$ cat config.mk
export PLATFORM = sky130hd
export DESIGN_NAME = pbus_codec_if
export DESIGN_NICKNAME = d
export VERILOG_FILES = /design/src/rtl/pbc_pkg.sv /design/src/rtl/pbc_sync.sv /design/src/rtl/pbc_ctrl.sv /design/src/rtl/pbc_seq.sv /design/src/rtl/pbus_codec_if.sv
export SDC_FILE = /design/constraint.sdc
export NUM_CORES = 1
export LEC_CHECK = 0
export BUFFER_PORTS_ARGS = -buffer_cell sky130_fd_sc_hd__buf_2
export CAP_MARGIN = 20
export CORE_AREA = 2 2 79 81
export DETAILED_ROUTE_END_ITERATION = 8
export DIE_AREA = 0 0 81 83
export PLACE_DENSITY = 0.65
export SYNTH_ARGS = -nofsm -noshare
export SYNTH_HDL_FRONTEND = slang
export SYNTH_SLANG_ARGS = --single-unit
$ cat constraint.sdc
create_clock -name clk -period 3 [get_ports clk]
set_clock_uncertainty 0.2 [all_clocks]
set_input_delay 0.3 -clock clk [delete_from_list [all_inputs] [get_ports clk]]
set_output_delay 0.3 -clock clk [all_outputs]
set_load 0.05 [all_outputs]
$ cat src/rtl/pbc_pkg.sv
`timescale 1ns/1ps
package pbc_pkg;

  // width of the mode register; bits above it read back as ones
  localparam int CTRL_W = 6;

  // bit positions inside the mode register (decoded by the control block)
  localparam int CB_CK0 = 0;
  localparam int CB_CK1 = 1;
  localparam int CB_DLB = 2;
  localparam int CB_ALB = 3;
  localparam int CB_PWD = 4;
  localparam int CB_LAW = 5;

  // reset: powered down, every other mode bit clear
  localparam logic [CTRL_W-1:0] CTRL_RST = 6'b01_0000;

  typedef enum logic [2:0] {
    SQ_IDLE,
    SQ_RD_ARM,
    SQ_RD_HOLD,
    SQ_WR_ARM,
    SQ_WR_DRV
  } seq_st_e;

  // rate code: 0 -> 1.024 MHz, 1 -> 0.768/0.772 MHz, 2 -> 1.28 MHz
  function automatic logic [1:0] rate_code(input logic c0, input logic c1);
    logic [1:0] r;
    if (!c0)      r = 2'd0;
    else if (!c1) r = 2'd1;
    else          r = 2'd2;
    return r;
  endfunction

endpackage

$ cat src/rtl/pbc_sync.sv
`timescale 1ns/1ps
module pbc_sync #(
  parameter int          W       = 1,
  parameter int          STAGES  = 2,
  parameter logic [W-1:0] RST_VAL = '0
) (
  input  logic         clk,
  input  logic         rst_n,
  input  logic [W-1:0] d,
  output logic [W-1:0] q
);

  logic [STAGES-1:0][W-1:0] chain;

  always_ff @(posedge clk or negedge rst_n) begin
    if (!rst_n) begin
      for (int i = 0; i < STAGES; i++) chain[i] <= RST_VAL;
    end else begin
      chain[0] <= d;
      for (int i = 1; i < STAGES; i++) chain[i] <= chain[i-1];
    end
  end

  assign q = chain[STAGES-1];

endmodule

$ cat src/rtl/pbc_ctrl.sv
`timescale 1ns/1ps
module pbc_ctrl import pbc_pkg::*; #(
  parameter int BUS_W = 8
) (
  input  logic              clk,
  input  logic              rst_n,
  input  logic              load,
  input  logic [CTRL_W-1:0] wdata,
  output logic [BUS_W-1:0]  rdback,
  output logic [1:0]        clk_sel,
  output logic              dig_lpbk,
  output logic              ana_lpbk,
  output logic              pwr_down,
  output logic              law_rsvd
);

  logic [CTRL_W-1:0] mode_q;

  always_ff @(posedge clk or negedge rst_n) begin
    if (!rst_n)    mode_q <= CTRL_RST;
    else if (load) mode_q <= wdata;
  end

  // readback: implemented bits in place, the rest forced high
  for (genvar g = 0; g < BUS_W; g++) begin : g_rb
    if (g < CTRL_W) begin : g_live
      assign rdback[g] = mode_q[g];
    end else begin : g_one
      assign rdback[g] = 1'b1;
    end
  end

  assign clk_sel  = rate_code(mode_q[CB_CK0], mode_q[CB_CK1]);
  assign dig_lpbk = mode_q[CB_DLB];
  assign ana_lpbk = ~mode_q[CB_DLB] & mode_q[CB_ALB];
  assign pwr_down = mode_q[CB_PWD];
  assign law_rsvd = mode_q[CB_LAW];

endmodule

$ cat src/rtl/pbc_seq.sv
`timescale 1ns/1ps
module pbc_seq import pbc_pkg::*; #(
  parameter int BUS_W = 8
) (
  input  logic             clk,
  input  logic             rst_n,
  input  logic             s_bclk,
  input  logic             s_cs_n,
  input  logic             s_sel,
  input  logic [BUS_W-1:0] s_data,
  input  logic [BUS_W-1:0] tx_byte,
  input  logic [BUS_W-1:0] rdback,
  input  logic             pd,
  input  logic             dig,
  output logic [BUS_W-1:0] rx_q,
  output logic [BUS_W-1:0] latched,
  output logic             ctl_load,
  output logic             rd_commit,
  output logic             wr_launch,
  output logic [BUS_W-1:0] bus_out,
  output logic             bus_oe,
  output logic             rx_fsync,
  output logic             tx_fsync
);

  // bus bit 0 carries the sign, so PCM bytes are mirrored at the bus
  function automatic logic [BUS_W-1:0] mirror(input logic [BUS_W-1:0] v);
    logic [BUS_W-1:0] r;
    for (int i = 0; i < BUS_W; i++) r[i] = v[BUS_W-1-i];
    return r;
  endfunction

  seq_st_e          st, st_n;
  logic             prev_bclk, prev_cs_n;
  logic             sel_q;
  logic [BUS_W-1:0] hold_q;
  logic             cs_fall, bclk_rise, bclk_fall;

  assign cs_fall   = prev_cs_n & ~s_cs_n;
  assign bclk_rise = ~prev_bclk & s_bclk;
  assign bclk_fall = prev_bclk & ~s_bclk;

  always_comb begin
    st_n      = st;
    rd_commit = 1'b0;
    wr_launch = 1'b0;
    unique case (st)
      SQ_IDLE:    if (cs_fall) st_n = s_bclk ? SQ_WR_ARM : SQ_RD_ARM;
      SQ_RD_ARM:  if (bclk_rise) st_n = SQ_RD_HOLD;
      SQ_RD_HOLD: if (bclk_fall) begin
                    st_n      = SQ_IDLE;
                    rd_commit = 1'b1;
                  end
      SQ_WR_ARM:  if (bclk_fall) begin
                    st_n      = SQ_WR_DRV;
                    wr_launch = 1'b1;
                  end
      SQ_WR_DRV:  if (bclk_rise) st_n = SQ_IDLE;
      default:    st_n = SQ_IDLE;
    endcase
  end

  assign ctl_load = rd_commit & sel_q;
  assign latched  = hold_q;

  always_ff @(posedge clk or negedge rst_n) begin
    if (!rst_n) begin
      st        <= SQ_IDLE;
      prev_bclk <= 1'b0;
      prev_cs_n <= 1'b1;
      sel_q     <= 1'b0;
      hold_q    <= '0;
      rx_q      <= '0;
      bus_out   <= '0;
      bus_oe    <= 1'b0;
      rx_fsync  <= 1'b0;
      tx_fsync  <= 1'b0;
    end else begin
      st        <= st_n;
      prev_bclk <= s_bclk;
      prev_cs_n <= s_cs_n;
      if (st == SQ_IDLE && cs_fall) sel_q <= s_sel;
      if (s_bclk) hold_q <= s_data;
      if (rd_commit && !sel_q) rx_q <= mirror(hold_q);
      rx_fsync <= rd_commit & ~sel_q & ~pd;
      tx_fsync <= wr_launch & ~sel_q & ~pd;
      if (wr_launch) begin
        bus_oe  <= 1'b1;
        bus_out <= sel_q ? rdback : mirror(dig ? rx_q : tx_byte);
      end else if (st == SQ_WR_DRV && bclk_rise) begin
        bus_oe  <= 1'b0;
      end
    end
  end

endmodule

$ cat src/rtl/pbus_codec_if.sv
`timescale 1ns/1ps
module pbus_codec_if import pbc_pkg::*; #(
  parameter int BUS_W       = 8,
  parameter int SYNC_STAGES = 2
) (
  input  logic             clk,
  input  logic             rst_n,
  input  logic             bclk,
  input  logic             cs_n,
  input  logic             ctl_sel,
  input  logic [BUS_W-1:0] bus_in,
  output logic [BUS_W-1:0] bus_out,
  output logic             bus_oe,
  input  logic [BUS_W-1:0] tx_byte,
  output logic [BUS_W-1:0] rx_byte,
  output logic             rx_fsync,
  output logic             tx_fsync,
  output logic [1:0]       clk_sel,
  output logic             dig_lpbk,
  output logic             ana_lpbk,
  output logic             pwr_down,
  output logic             law_rsvd
);

  localparam int SW = BUS_W + 3;
  localparam logic [SW-1:0] SYNC_RST = {1'b0, 1'b1, 1'b0, {BUS_W{1'b0}}};

  logic [SW-1:0]    raw_v, syn_v;
  logic             s_bclk, s_cs_n, s_sel;
  logic [BUS_W-1:0] s_data;
  logic [BUS_W-1:0] rdback, latched;
  logic             ctl_load;
  logic             rd_commit, wr_launch;

  assign raw_v = {bclk, cs_n, ctl_sel, bus_in};
  assign {s_bclk, s_cs_n, s_sel, s_data} = syn_v;

  pbc_sync #(.W(SW), .STAGES(SYNC_STAGES), .RST_VAL(SYNC_RST)) u_sync (
    .clk   (clk),
    .rst_n (rst_n),
    .d     (raw_v),
    .q     (syn_v)
  );

  pbc_seq #(.BUS_W(BUS_W)) u_seq (
    .clk       (clk),
    .rst_n     (rst_n),
    .s_bclk    (s_bclk),
    .s_cs_n    (s_cs_n),
    .s_sel     (s_sel),
    .s_data    (s_data),
    .tx_byte   (tx_byte),
    .rdback    (rdback),
    .pd        (pwr_down),
    .dig       (dig_lpbk),
    .rx_q      (rx_byte),
    .latched   (latched),
    .ctl_load  (ctl_load),
    .rd_commit (rd_commit),
    .wr_launch (wr_launch),
    .bus_out   (bus_out),
    .bus_oe    (bus_oe),
    .rx_fsync  (rx_fsync),
    .tx_fsync  (tx_fsync)
  );

  pbc_ctrl #(.BUS_W(BUS_W)) u_ctrl (
    .clk      (clk),
    .rst_n    (rst_n),
    .load     (ctl_load),
    .wdata    (latched[CTRL_W-1:0]),
    .rdback   (rdback),
    .clk_sel  (clk_sel),
    .dig_lpbk (dig_lpbk),
    .ana_lpbk (ana_lpbk),
    .pwr_down (pwr_down),
    .law_rsvd (law_rsvd)
  );

endmodule

==> results.cfg <==
[clock_tree]
clock_latency_ns = 0.33
postCtsHoldBufs = 12
htree_levels = 3
cts_resized = 0
cts_buffer_depth = 2
ctsRootBufferMaster = clkbuf_8
path_clk_slew_ns = 0.07
clock-sinks = 61
cts_buffers = 9
cts_setup_buffers = 0
cts_tree = yes

[worst_setup_path]
critPathMaxFanout = 13
start_kind = flip-flop
timing.rr.end = u_seq.bus_out[2]
regToRegStartpoint = u_sync.q[10]
end_kind = flip-flop
r2r_cells = 4
reg2reg_slack_ns = 0.97
cp_num_buf_inv = 1
crit_family = simple AND/OR/NAND/NOR gates
cp.arrival_ns = 2.05
cpMaxStageDelayCell = dfrtp_1
worst-setup-path-type = flip-flop to flip-flop
path_cells = and4bb_1 -> buf_4 -> nand2_2 -> mux2_1
cpPeakStageDelay_ns = 0.53
worst-endpoint-required_ns = 3.02
cp.depth = 4

[die]
die_h_um = 83
core-area_sq_um = 5820
start_util = 0.392
num_rows = 28
die_x_um = 81
ioPinCount = 46
die_area_sq_um = 6720

[timing]
setup_tns_ns = 0
rsz0062_at_grt = false
max_slew_margin = 0.580
period_needed_ns = 2.03
max_freq_mhz = 492
post-route-period-util = 0.677
final_max_slew_viol_count = 0
hold_violations = 0
worst_pin_slew_ns = 0.630
setup_viol = 0

[logic_synthesis]
syn_inst = 157
yosysUniqueCellTypes = 27
synth_area_leaders = dfrtp_1 63%, mux2_1 4.9%, dfstp_2 4.6%
syn_area_per_cell_sq_um = 14.5
yosysSeqAreaShare = 0.671
yosysTopAreaCell = dfrtp_1
ys.warnings.count = 0
synth-seq-cells = 61
syn_nets = 178
syn-cell-area_sq_um = 2280
synth_top_area_frac = 0.625

[routing]
post_drt_wl_per_cell_um = 14.2
vias = 1382
drc_errors = 0
drt_iter0_drc = 84
wirelength_um = 4260
avgViaCountPerCell = 4.61
antenna_left = 0
first_pass_iters = 5

[placed_design]
finalWeightedCongestion = 0.785
dp_hpwl_um = 2890
portBuffers = 45

[cells_and_area]
ff_latch_area_sq_um = 1530
diodes = 0
fin_nets = 241
area_delta_synth_final_pct = 26.5
final_core_util = 0.496
multi_input_area_sq_um = 711
drive_above_1_share = 0.364
fillers = 550

[hold_path]
min_path_type = flip-flop to flip-flop
min_from = u_sync.chain[6]
hold_end = u_sync.q[6]
hold_depth = 0

[power]
total_power_mw = 3.01
p_per_area_nw_per_um2 = 1040
peakVddDrop_uv = 520
p_leak_nw = 1.34

[global_route]
grt_max_degree = 34
grt_usage = 0.144
grt_pass1_vias = 1410
grt_antenna_before_repair = 0
overflow = 0
grt_pass1_wl_um = 7050

[run_status]
status = complete, no violations

[flow_run]
drv_cap = 0
==> worst max-delay path by stage <==
| stage | start | endpoint | slack (ns) |
|---|---|---|---|
| 6_report | u_sync.q[10] | u_seq.bus_out[2] | 0.97 |
| 5_1_grt | u_sync.q[10] | u_seq.bus_out[2] | 0.84 |
| 4_1_cts | u_sync.q[10] | u_seq.bus_out[2] | 0.94 |
| 3_5_place_dp | u_sync.q[10] | u_seq.bus_out[2] | 0.96 |
| 3_3_place_gp | u_sync.q[10] | u_seq.bus_out[2] | 0.99 |
| 2_1_floorplan | u_ctrl.mode_q[2] | ana_lpbk | 0.89 |
==> flip-flops by register name, summed over array words and instances, names as in the netlist, 3 cells and up <==
name and flops:
u_sync.q 11, u_seq.rx_q 8, u_seq.st 3, u_sync.chain 11, u_ctrl.mode_q 6, u_seq.latched 8
u_seq.bus_out 8
==> power breakdown <==
group          switching [mW]  internal (mW)
Sequential              0.241           1.02
Clock                   0.292          0.367
Combinational           0.738          0.347
==> per-layer routing <==
layer,up-vias,GRT usage,share of wire
met4,0,0.0817,0.028
met3,10,0.0554,0.056
met1,659,0.185,0.43
met5,-,0,0
li1,678,-,-
met2,35,0.207,0.48
==> placed cells by master (no fill, tap or decap) <==
cell type	instances
clkinv_2	1
a211oi_1	7
nand2_2	1
and4bb_1	1
o21ai_1	2
nand3b_4	1
buf_2	45
nor3_1	1
nor2b_1	11
mux2_2	8
and2_1	1
a21oi_1	3
nand2_4	1
dfstp_2	4
a221oi_1	1
nand3_1	5
dlygate4sd3_1	12
mux2_4	6
nand2b_1	11
buf_4	3
o21ai_0	5
o2bb2ai_1	5
nor2_1	3
dfrtp_1	57
clkbuf_1	3
nor3b_1	1
a31oi_1	2
nand2_1	2
mux2_1	10
clkbuf_8	12
==> kinds of logic (layout without fill, tap and decap cells) <==
logic type / after synthesis / after routing / synth area share
flip-flops: 61 / 61 / 0.671
AND/OR/NAND/NOR: 39 / 39 / 0.110
AO/OA/AOI/OAI: 25 / 25 / 0.0735
multiplexers: 24 / 24 / 0.128
buffers and inverters: 8 / 76 / 0.0170
==> synthesized netlist by cell type <==
library cell,count
a211oi_1,7
a21oi_1,3
a221oi_1,1
a31oi_1,2
and2_1,1
and4bb_1,1
buf_2,1
buf_4,2
clkbuf_1,5
dfrtp_1,57
dfstp_2,4
mux2_1,10
mux2_2,8
mux2_4,6
nand2_1,2
nand2_2,1
nand2_4,1
nand2b_1,11
nand3_1,5
nand3b_4,1
nor2_1,3
nor2b_1,11
nor3_1,1
nor3b_1,1
o21ai_0,5
o21ai_1,2
o2bb2ai_1,5
==> metrics by stage <==
step | cell area (sq um) | cells | hold WS [ns] | setup WS (ns)
floorplan | 2280 | 157 | -0.196 | 0.891
global placement | 2580 | 272 | 0.132 | 0.992
detailed placement | 2580 | 272 | 0.135 | 0.960
CTS | 2890 | 300 | 0.150 | 0.945
global route | 2890 | 300 | 0.156 | 0.843
finish | 2890 | 300 | 0.147 | 0.969
==> final cells by class <==
cell class	count	share of cell area
Clock buffer	15	0.0611
Tap cell	75	0.0325
Sequential cell	61	0.531
Clock inverter	1	0.00173
Timing Repair Buffer	60	0.127
Multi-Input combinational cell	88	0.246
Power figures use the tool's default switching activity.
